--- src/rtl/i2c_dac_pkg.sv ---
package i2c_dac_pkg;

    localparam int BYTE_W = 8;

    typedef enum logic [2:0] {
        ST_IDLE,
        ST_ADDR,
        ST_AACK,
        ST_WDATA,
        ST_WACK,
        ST_RDATA,
        ST_RACK,
        ST_SKIP
    } tgt_state_e;

endpackage

--- src/rtl/i2c_dac_sync.sv ---
module i2c_dac_sync #(
    parameter int WIDTH  = 2,
    parameter int STAGES = 2
) (
    input  logic             clk,
    input  logic             rst_n,
    input  logic [WIDTH-1:0] din,
    output logic [WIDTH-1:0] dout
);

    for (genvar g = 0; g < WIDTH; g++) begin : g_lane
        logic [STAGES-1:0] chain_d;
        logic [STAGES-1:0] chain_q;

        always_comb begin
            chain_d = {chain_q[STAGES-2:0], din[g]};
        end

        always_ff @(posedge clk or negedge rst_n) begin
            if (!rst_n) chain_q <= '1;
            else        chain_q <= chain_d;
        end

        assign dout[g] = chain_q[STAGES-1];
    end

endmodule

--- src/rtl/i2c_dac_bus_cond.sv ---
module i2c_dac_bus_cond (
    input  logic clk,
    input  logic rst_n,
    input  logic scl_s,
    input  logic sda_s,
    output logic scl_rise,
    output logic scl_fall,
    output logic start_det,
    output logic stop_det
);

    typedef struct packed {
        logic scl;
        logic sda;
    } line_t;

    line_t prev_d, prev_q;

    always_comb begin
        prev_d.scl = scl_s;
        prev_d.sda = sda_s;
    end

    always_ff @(posedge clk or negedge rst_n) begin
        if (!rst_n) prev_q <= '1;
        else        prev_q <= prev_d;
    end

    assign scl_rise  = scl_s & ~prev_q.scl;
    assign scl_fall  = ~scl_s & prev_q.scl;
    assign start_det = scl_s & prev_q.scl & prev_q.sda & ~sda_s;
    assign stop_det  = scl_s & prev_q.scl & ~prev_q.sda & sda_s;

endmodule

--- src/rtl/i2c_dac_engine.sv ---
module i2c_dac_engine
    import i2c_dac_pkg::*;
#(
    parameter int          CODE_W    = 10,
    parameter logic [6:0]  DEV_ADDR  = 7'b0001100,
    parameter logic [6:0]  ADDR_MASK = 7'b1111100
) (
    input  logic              clk,
    input  logic              rst_n,
    input  logic              scl_rise,
    input  logic              scl_fall,
    input  logic              sda_s,
    input  logic              start_det,
    input  logic              stop_det,
    output logic              sda_oe_o,
    output logic [CODE_W-1:0] code_o
);

    localparam int HI_W  = CODE_W - BYTE_W;
    localparam int CNT_W = 4;
    localparam logic [CNT_W-1:0] CNT_FULL = CNT_W'(BYTE_W);
    localparam logic [CNT_W-1:0] CNT_LAST = CNT_W'(BYTE_W - 1);

    typedef struct packed {
        tgt_state_e        st;
        logic [CNT_W-1:0]  cnt;
        logic [BYTE_W-1:0] sh;
        logic              rw;
        logic              idx;
        logic [HI_W-1:0]   hi;
        logic [CODE_W-1:0] code;
        logic              oe;
        logic              mack;
    } eng_t;

    eng_t d, q;

    logic              hit;
    logic [BYTE_W-1:0] hi_byte;

    assign hit     = ((q.sh[BYTE_W-1:1] ^ DEV_ADDR) & ADDR_MASK) == '0;
    assign hi_byte = {{(BYTE_W-HI_W){1'b0}}, q.code[CODE_W-1:BYTE_W]};

    always_comb begin
        d = q;
        if (start_det) begin
            d.st  = ST_ADDR;
            d.cnt = '0;
            d.idx = 1'b0;
            d.oe  = 1'b0;
        end else if (stop_det) begin
            d.st  = ST_IDLE;
            d.cnt = '0;
            d.idx = 1'b0;
            d.oe  = 1'b0;
        end else begin
            case (q.st)
                ST_ADDR, ST_WDATA: begin
                    if (scl_rise && (q.cnt < CNT_FULL)) begin
                        d.sh  = {q.sh[BYTE_W-2:0], sda_s};
                        d.cnt = q.cnt + 1'b1;
                    end else if (scl_fall && (q.cnt == CNT_FULL)) begin
                        d.cnt = '0;
                        if (q.st == ST_ADDR) begin
                            if (hit) begin
                                d.oe = 1'b1;
                                d.rw = q.sh[0];
                                d.st = ST_AACK;
                            end else begin
                                d.st = ST_SKIP;
                            end
                        end else begin
                            d.oe = 1'b1;
                            d.st = ST_WACK;
                            if (!q.idx) d.hi = q.sh[HI_W-1:0];
                        end
                    end
                end
                ST_AACK: begin
                    if (scl_fall) begin
                        d.idx = 1'b0;
                        d.cnt = '0;
                        if (q.rw) begin
                            d.sh = hi_byte;
                            d.oe = ~hi_byte[BYTE_W-1];
                            d.st = ST_RDATA;
                        end else begin
                            d.oe = 1'b0;
                            d.st = ST_WDATA;
                        end
                    end
                end
                ST_WACK: begin
                    if (scl_fall) begin
                        d.oe = 1'b0;
                        if (!q.idx) begin
                            d.idx = 1'b1;
                            d.st  = ST_WDATA;
                        end else begin
                            d.code = {q.hi, q.sh};
                            d.st   = ST_SKIP;
                        end
                    end
                end
                ST_RDATA: begin
                    if (scl_fall) begin
                        if (q.cnt == CNT_LAST) begin
                            d.oe  = 1'b0;
                            d.cnt = '0;
                            d.st  = ST_RACK;
                        end else begin
                            d.sh  = {q.sh[BYTE_W-2:0], 1'b0};
                            d.oe  = ~q.sh[BYTE_W-2];
                            d.cnt = q.cnt + 1'b1;
                        end
                    end
                end
                ST_RACK: begin
                    if (scl_rise) begin
                        d.mack = ~sda_s;
                    end else if (scl_fall) begin
                        if (q.idx) begin
                            d.code = '0;
                            d.st   = ST_SKIP;
                        end else if (q.mack) begin
                            d.idx = 1'b1;
                            d.sh  = q.code[BYTE_W-1:0];
                            d.oe  = ~q.code[BYTE_W-1];
                            d.st  = ST_RDATA;
                        end else begin
                            d.st = ST_SKIP;
                        end
                    end
                end
                default: ;
            endcase
        end
    end

    always_ff @(posedge clk or negedge rst_n) begin
        if (!rst_n) q <= '0;
        else        q <= d;
    end

    assign sda_oe_o = q.oe;
    assign code_o   = q.code;

endmodule

--- src/rtl/i2c_dac_code_reg.sv ---
module i2c_dac_code_reg #(
    parameter int         CODE_W      = 10,
    parameter int         SYNC_STAGES = 2,
    parameter logic [6:0] DEV_ADDR    = 7'b0001100,
    parameter logic [6:0] ADDR_MASK   = 7'b1111100
) (
    input  logic              clk,
    input  logic              rst_n,
    input  logic              scl_i,
    input  logic              sda_i,
    output logic              sda_oe_o,
    output logic [CODE_W-1:0] code_o
);

    localparam int LINES = 2;

    logic [LINES-1:0] lines_s;
    logic scl_s, sda_s;
    logic scl_rise, scl_fall, start_det, stop_det;

    i2c_dac_sync #(
        .WIDTH  (LINES),
        .STAGES (SYNC_STAGES)
    ) u_sync (
        .clk   (clk),
        .rst_n (rst_n),
        .din   ({scl_i, sda_i}),
        .dout  (lines_s)
    );

    assign scl_s = lines_s[1];
    assign sda_s = lines_s[0];

    i2c_dac_bus_cond u_cond (
        .clk       (clk),
        .rst_n     (rst_n),
        .scl_s     (scl_s),
        .sda_s     (sda_s),
        .scl_rise  (scl_rise),
        .scl_fall  (scl_fall),
        .start_det (start_det),
        .stop_det  (stop_det)
    );

    i2c_dac_engine #(
        .CODE_W    (CODE_W),
        .DEV_ADDR  (DEV_ADDR),
        .ADDR_MASK (ADDR_MASK)
    ) u_engine (
        .clk       (clk),
        .rst_n     (rst_n),
        .scl_rise  (scl_rise),
        .scl_fall  (scl_fall),
        .sda_s     (sda_s),
        .start_det (start_det),
        .stop_det  (stop_det),
        .sda_oe_o  (sda_oe_o),
        .code_o    (code_o)
    );

endmodule

--- config.mk ---
export PLATFORM = sky130hd
export DESIGN_NAME = i2c_dac_code_reg
export DESIGN_NICKNAME = d
export VERILOG_FILES = /design/src/rtl/i2c_dac_pkg.sv /design/src/rtl/i2c_dac_sync.sv /design/src/rtl/i2c_dac_bus_cond.sv /design/src/rtl/i2c_dac_engine.sv /design/src/rtl/i2c_dac_code_reg.sv
export SDC_FILE = /design/constraint.sdc
export NUM_CORES = 1
export LEC_CHECK = 0
export BUFFER_PORTS_ARGS = -buffer_cell sky130_fd_sc_hd__clkbuf_2
export CAP_MARGIN = 20
export CORE_MARGIN = 2
export CORE_UTILIZATION = 59
export CTS_CLUSTER_SIZE = 14
export DETAILED_ROUTE_END_ITERATION = 6
export PLACE_DENSITY = 0.89
export REMOVE_ABC_BUFFERS = 1
export SLEW_MARGIN = 20
export SYNTH_ARGS = -nofsm -noshare
export SYNTH_HDL_FRONTEND = slang
export SYNTH_SLANG_ARGS = --single-unit
--- constraint.sdc ---
create_clock -name clk -period 2.8 [get_ports clk]
set_clock_uncertainty 0.15 [all_clocks]
set_input_delay 0.56 -clock clk [delete_from_list [all_inputs] [get_ports clk]]
set_output_delay 0.56 -clock clk [all_outputs]
set_load 0.02 [all_outputs]
# After elaboration in Yosys (flattened, before gate mapping)
# Index checks and enable logic that the tools add are counted.
# word_totals
output_inout_bits,11
input_bits,4
latchBits,0
wordCells,140
reg_bits,37
ramBits,0
mem_bits_ro,0
n_memories,0
# op_classes
bitwise_logic,19
muxes,56
n_div,0
n_shift,0
n_addsub,1
n_reduce_logical,18
n_eq_ne,32
order_cmp,1
mul,0
# op_table
cell,count
two-way mux 8 bit,7
two-way mux 11 bit,3
one-hot mux 8 bit (4 select lines),1
two-way mux 15 bit,2
"!= test 4 x 3 -> 1 bit, second input constant",7
two-way mux 3 bit,9
two-way mux 7 bit,3
two-way mux 1 bit,20
two-way mux 10 bit,2
one-hot mux 10 bit (2 select lines),1
"!= test 2 x 1 -> 1 bit, second input constant",9
one-hot mux 3 bit (5 select lines),1
AND reduction 7 bit,2
"!= test 4 bit, second input constant",3
one-hot mux 4 bit (3 select lines),1
AND reduction 12 bit,1
NOT 1 bit,11
AND reduction 11 bit,1
nonzero test 5 bit,2
"== test 3 bit, second input constant",3
AND reduction 9 bit,1
two-way mux 4 bit,2
AND reduction 4 bit,2
AND reduction 8 bit,1
other kinds (21),32

# Depth between registers and ports, before layout
# Gate-level depths: netlist (run 1).
# depth
depth_word,9
depth_mapped,7

# By module
# Synthesis (run 1) repeated with hierarchy kept, for this count alone.
# hier_totals
hier_cells,221
area_unflattened_um2,2075.7
# by_module_without_submodules
module,cells_each,area_each_um2,seq_area_each_um2,instances
i2c_dac_engine,209,1870.5,775.7,1
i2c_dac_sync,6,120.1,105.1,1
i2c_dac_bus_cond,6,85.1,52.6,1

# Worst setup path before layout (run 1)
# No wires, ideal clock.
# synth_path
path_kind,flip-flop to flip-flop
startpoint,register u_cond.prev_q[1] (netlist name)
endpoint,register u_engine.q[16] (netlist name)
path_stages_with_launch,7
path_slack_ps,844
arrival_time_ps,1681
synth_period_minus_slack_ps,1956
cell_sequence,dfstp_2 > nand2b_1 > buf_6 > a21o_1 > a211oi_2 > o211ai_4 > mux2_4
# synth_via
elab_chain_cells,5
elab_cells_between_ends,17
cone_classes,eq/ne (5); bitwise (10); reduce/logical (2)
# synth_rtl
element,line_no,source
"start, declared",i2c_dac_bus_cond.sv:17,"line_t prev_d, prev_q;"
"start signal, assigned",i2c_dac_bus_cond.sv:26,else prev_q <= prev_d;
NOT 1 bit or bitwise AND 1 bit (tied branches),"i2c_dac_bus_cond.sv:29, i2c_dac_bus_cond.sv:31, i2c_dac_bus_cond.sv:32",
"bitwise AND 1 bit, on equally long branches","i2c_dac_bus_cond.sv:29, i2c_dac_bus_cond.sv:31, i2c_dac_bus_cond.sv:32",
logical AND 1 bit (tied with other cells),i2c_dac_engine.sv:59,if (scl_rise && (q.cnt < CNT_FULL)) begin
!= test 2 x 1 -> 1 bit (no source line) or NOT 1 bit (tied branches),-,
AND reduction 12 bit (no source line) *,-,
"end signal, assigned",i2c_dac_engine.sv:141,if (!rst_n) q <= '0;
"end signal, assigned",i2c_dac_engine.sv:142,else q <= d;
"end, declared",i2c_dac_engine.sv:36,"eng_t d, q;"
# Every way passes the cells marked *; elsewhere a longest branch is shown, timed or not.
# A chain may end at the register's enable or synchronous reset.

# Final worst setup path (run 1)
# layout_path
startpoint,register u_engine.q[28] (netlist name)
endpoint,register u_engine.q[17] (netlist name)
# layout_via
elab_chain_cells,4
elab_cells_between_ends,18
cone_classes,eq/ne (14); mux (1); reduce/logical (3)
# layout_rtl
element,line_no,source
== test 3 x 2 -> 1 bit or == test 3 x 1 -> 1 bit (tied branches),i2c_dac_engine.sv:57,case (q.st)
OR reduction 2 bit,i2c_dac_engine.sv:57,
!= test 2 x 1 -> 1 bit (no source line) or nonzero test 4 bit (tied branches),-,
AND reduction 12 bit (no source line),-,
# Parallel ways exist; a longest one is shown, timed or not.

==> impl_metrics.tcl, run 1 <==
set metrics [dict create \
    cp_slowest_cell "dfrtp_1" \
    firstDrtPassIters 4 \
    synth_warnings 0 \
    dp_hpwl_um 2530 \
    pwr_density_cell_nw_per_um2 687 \
    wl_met1_um 1670 \
    core_area_um2 3340 \
    min_path_cells 1 \
    p_leak_uw 0.000920 \
    clkSinkCount 37 \
    crit_fanout 17 \
    grt_max_degree 38 \
    status "finished clean" \
    setup_viol 0 \
    tightest_slew_ns 0.860 \
    yosys_most_used_dff "dfrtp_1" \
    cts_root_buf "clkbuf_4" \
    top_layer_used "met4" \
    r2r-end "u_engine.q[17]$_DFFE_PN0P_" \
    syn_area_um2 2040 \
    hold_viol_final 0 \
    final_cell_mix "31 x dfrtp_1, 30 x nand2_1, 20 x o21ai_0" \
    hold_path.class "in2reg" \
    rows 21 \
    track_usage 0.203 \
    postCtsHoldBufs 0 \
    met3RoutedLength_um 200 \
    final_common_cell "dfrtp_1" \
    clk_latency_ns 0.34 \
    cp.arrival_ns 2.38 \
    via_count 1496 \
    routed_wl_um 3640 \
    clkTransAtPathRegs_ns 0.11 \
    fin_nets 216 \
    worstSetupEndpointType "flip-flop" \
    hold_start "scl_i" \
    start_kind "flip-flop" \
    drive_gt1_frac 0.213 \
    fin_cells 257 \
    ant_nets 0 \
    synthCells 208 \
    cts_resized 0 \
    drc_errors 0 \
    place_congestion 0.905 \
    ys_ff_latch 37 \
    ys_seq_area_frac 0.457 \
    r2r-start "u_engine.q[28]$_DFFE_PN0P_" \
    dp_cells 249 \
    slowest_delay_ns 0.56 \
    min_period_ns 2.30 \
    async_flop_share 1.00 \
    die_area_um2 3950 \
    initialDrtViolationCount 63 \
    synth_edf_count 0 \
    post_cts_buffers 0 \
    hold-path-endpoint "u_sync.g_lane[1].chain_q[0]$_DFF_PN1_" \
    crit_chain "nand2b_1, a211o_1, o211ai_4, mux2_4" \
    wire_per_inst_um 14.2 \
    required_ns 2.88 \
    avgSynthCellArea_um2 9.83 \
    ioPinCount 15 \
    crit_type "reg2reg" \
    viasPerCell 5.82 \
    tns_ns 0 \
    grt_pass1_wl_um 6320 \
    reg2reg_depth 4 \
    rrSetupSlack_ns 0.50 \
    syn2layout_area_growth_pct 4.53 \
    ir_drop_v 0.000527 \
    initial_core_util 0.613 \
    die_x_um 62.9 \
    h-tree-depth 2 \
    period_share 0.822 \
    antenna_cells 0 \
    slew_headroom 0.426 \
    gr-total-overflow 0 \
    grt_antenna_before_repair 0 \
    fmax_mhz 434 \
    rsz0062_at_grt "false" \
    ys_types 46 \
    clockBufferDepth 2 \
    drv_slew 0 \
    fp.dieH_um 62.9 \
    cts_tree "done" \
    port_buffers 14 \
    met2WireLength_um 1690 \
    cts_buffers 5 \
    grt_pass1_vias 1371 \
    maxCapViolations 0 \
]
-- layer usage --
layer | GRT usage | vias to the layer above
met3 | 0.0432 | 8
met5 | 0 | -
li1 | - | 731
met1 | 0.293 | 713
met2 | 0.295 | 44
met4 | 0.0917 | 0
-- how the worst max path moves through the flow --
stage                                           from                    endpoint  slack [ns]  cells after the start
after floorplan           u_cond.prev_q[1]$_DFF_PN1_  u_engine.q[16]$_DFFE_PN0P_        0.79                      5
after global placement    u_engine.q[28]$_DFFE_PN0P_  u_engine.q[16]$_DFFE_PN0P_        0.60                      4
after detailed placement  u_engine.q[28]$_DFFE_PN0P_  u_engine.q[17]$_DFFE_PN0P_        0.54                      4
after CTS                 u_engine.q[28]$_DFFE_PN0P_  u_engine.q[17]$_DFFE_PN0P_        0.53                      4
after global routing      u_engine.q[28]$_DFFE_PN0P_  u_engine.q[26]$_DFFE_PN0P_        0.29                      5
final                     u_engine.q[28]$_DFFE_PN0P_  u_engine.q[17]$_DFFE_PN0P_        0.50                      4
-- cell usage after synthesis (5+ instances only) --
library cell | n | area, um2
a22o_1 | 6 | 52.6
nand2_1 | 30 | 113
nand2b_1 | 7 | 43.8
mux2_4 | 8 | 120
buf_4 | 10 | 75.1
nand3b_1 | 5 | 37.5
clkbuf_1 | 5 | 18.8
dfrtp_1 | 31 | 776
dfstp_2 | 6 | 158
o21ai_0 | 20 | 100
a21oi_1 | 5 | 25.0
nor2_1 | 16 | 60.1
-- per-stage QoR --
stage          hold slack, ns  utilization  setup WS [ns]  instance area [um2]  total power, uW
4_1_cts                 0.129        0.640          0.526                 2140             1480
5_1_grt                 0.112        0.640          0.288                 2140             1550
6_report                0.141        0.640          0.498                 2140             1470
2_1_floorplan           0.114            -          0.792                 1920             1020
3_5_place_dp            0.199        0.616          0.539                 2060             1110
3_3_place_gp            0.197        0.616          0.603                 2060             1090
-- kinds of logic after synthesis --
kind of cell | synth area share
fa+ha+maj | 0.0122
xor+xnor | 0.00428
mux | 0.0900
simple gates | 0.183
flops | 0.457
compound gates | 0.187
buf+inv | 0.0673
-- report_power, final --
part           switching (uW)  leakage, uW  internal (uW)
clock network             179    0.0000424            190
logic                     149     0.000402            224
registers                 111     0.000476            615
total                     439     0.000920           1030
-- registers in the layout, summed over array words and instances (netlist names) --
register	cells
u_sync.g_lane.chain_q	4
u_engine.q	20
u_engine.sda_oe_o	1
u_engine.code_o	10
u_cond.prev_q	2
-- worst max-delay path, delay by kind of cell, from the launching register on --
kind | cells | cell delay (ns)
flip-flops | 1 | 0.56
AND/OR/NAND/NOR | 1 | 0.51
multiplexers | 1 | 0.34
AO/OA/AOI/OAI | 2 | 0.62
-- layout make-up --
type                    instances  area, um2
repair buffers                 15       77.6
clock buffers                   6       41.3
well taps                      46       57.6
multi-input cells             147        973
fillers                       261       1200
inverters                       4       15.0
clock inverters                 2       38.8
flip-flops and latches         37        933
No activity file was read; power rests on OpenSTA's default activity.
==> inputs of run 2 (changes only) <==
- clock period: 2.8 -> 2.2 ns (I/O delays scaled with it)
==> impl_metrics.tcl, run 2 (synthesis gave the netlist of run 1 again) <==
set metrics [dict create \
    status "finished clean" \
    tightest_slew_ns 0.500 \
    crit_type "reg2reg" \
    dp_cells 259 \
    rsz0062_at_grt "false" \
    routed_wl_um 4420 \
    largest_reg_flops 20 \
    slowest_delay_ns 0.60 \
    gr-total-overflow 0 \
    fin_cells 271 \
    min_period_ns 2.10 \
    ir_drop_v 0.000504 \
    hold_path.class "reg2reg" \
    tns_ns 0 \
    clkSinkCount 37 \
    pwr-share-seq 0.459 \
    grt_max_degree 21 \
    drc_errors 0 \
    track_usage 0.245 \
    viasPerCell 6.01 \
    hold_viol_final 0 \
    place_congestion 0.935 \
    drv_slew 0 \
    critPathBufInv 1 \
    clockBufferDepth 2 \
    fillCellCount 237 \
    regMostFlops "u_engine.q" \
    initialDrtViolationCount 92 \
    slew_headroom 0.666 \
    cts_root_buf "clkbuf_4" \
    fp.dieH_um 62.9 \
    fin_nets 230 \
    ant_nets 0 \
    wire_per_inst_um 16.3 \
    grt_pass1_vias 1669 \
    whs_ns 0.214 \
    p_leak_uw 0.000995 \
    power.internal_uw 1390 \
    maxCapViolations 0 \
    hold_start "u_sync.g_lane[0].chain_q[0]$_DFF_PN1_" \
    cts_buffers 5 \
    crit_chain "nand2b_1, a21o_1, a211oi_2, o211ai_4, buf_12, mux2_4" \
    clkPwrFrac 0.252 \
    drive_gt1_frac 0.253 \
    grt_pass1_wl_um 7530 \
    p_switching_uw 605 \
    cp.arrival_ns 2.18 \
    final_cell_mix "31 x dfrtp_1, 30 x nand2_1, 20 x o21ai_0" \
    final_common_cell "dfrtp_1" \
    required_ns 2.29 \
    clkTransAtPathRegs_ns 0.11 \
    period_share 0.954 \
    grt_antenna_before_repair 0 \
    worstSetupEndpointType "flip-flop" \
    die_x_um 62.9 \
    start_kind "flip-flop" \
    initial_core_util 0.613 \
    switching_share 0.303 \
    rows 21 \
    h-tree-depth 2 \
    firstDrtPassIters 4 \
    cts_tree "done" \
    path_delay_family "compound AO/OA/AOI/OAI gates" \
    clk_latency_ns 0.36 \
    crit_fanout 8 \
    startpoint "u_cond.prev_q[1]$_DFF_PN1_" \
    die_area_um2 3950 \
    cts_resized 0 \
    combPwrFrac 0.288 \
    port_buffers 14 \
    ioPinCount 15 \
    r2r-start "u_cond.prev_q[1]$_DFF_PN1_" \
    setup_viol 0 \
    cp_slowest_cell "dfstp_2" \
    dp_hpwl_um 3150 \
    pwr_density_cell_nw_per_um2 873 \
    via_count 1630 \
    core_area_um2 3340 \
    syn2layout_area_growth_pct 11.7 \
    fmax_mhz 476 \
    antenna_cells 0 \
]
[run 2: cell types whose count changed in the layout (fill, tap and decap cells not counted), sizes merged]
cell | previous run | this run
buf | 1 | 12
dlygate4sd3 | 0 | 3
clkinv | 1 | 0
clkinvlp | 0 | 1
[run 2: repair_timing]
action                     CTS  global route
setup endpoints to repair    0             8
hold buffers                 2             1
hold endpoints to repair    13             1
buffers inserted             0             1
[run 2: power by group through the flow]
stage               clock network [uW]  registers, uW  logic [uW]
global route                       534            929         630
floorplan                            0            889         410
CTS                                509            912         539
finish                             503            916         575
global placement                     0            915         498
detailed placement                   0            920         538
[run 2: per-layer routing]
metal	global-route usage	vias up	wire [um]
met4	0.119	0	95
li1	-	756	-
met3	0.0541	10	243
met2	0.412	67	2250
met5	0	-	0
met1	0.296	797	1830
[run 2: worst paths after layout]
path / slack, ns / endpoint / depth (start not counted)
worst max-delay path: 0.10 / u_engine.q[21]$_DFFE_PN0P_ / 6
worst min-delay path: 0.21 / u_sync.g_lane[0].chain_q[1]$_DFF_PN1_ / 0
worst max register to register: 0.10 / u_engine.q[21]$_DFFE_PN0P_ / 6
worst min register to register: 0.21 / u_sync.g_lane[0].chain_q[1]$_DFF_PN1_ / 0
max in group asynchronous: 1.00 / u_engine.q[20]$_DFFE_PN0P_ / 3
min in group asynchronous: 0.42 / u_engine.q[25]$_DFFE_PN0P_ / 2
[run 2: worst register-to-register path, stage by stage, from the launching register on]
cell	delay, ns
dfstp_2	0.60
nand2b_1	0.18
a21o_1	0.22
a211oi_2	0.28
o211ai_4	0.11
buf_12	0.16
mux2_4	0.29
[run 2: per-stage QoR]
step	util	total power (uW)	cell area, um2	setup slack (ns)
6_report	0.684	1990	2280	0.101
5_1_grt	0.684	2090	2280	0.0161
3_5_place_dp	0.643	1460	2140	0.138
2_1_floorplan	-	1300	1920	0.192
4_1_cts	0.675	1960	2250	0.0973
3_3_place_gp	0.643	1410	2140	0.176
[run 2: final cells by class]
| class | count | area (um2) | share of cell area |
|---|---|---|---|
| repair buffers | 29 | 215 | 0.0942 |
| flip-flops and latches | 37 | 933 | 0.409 |
| clock buffers | 6 | 51.3 | 0.0225 |
| well taps | 46 | 57.6 | 0.0252 |
| clock inverters | 2 | 37.5 | 0.0164 |
| inverters | 4 | 15.0 | 0.00658 |
| multi-input cells | 147 | 973 | 0.426 |
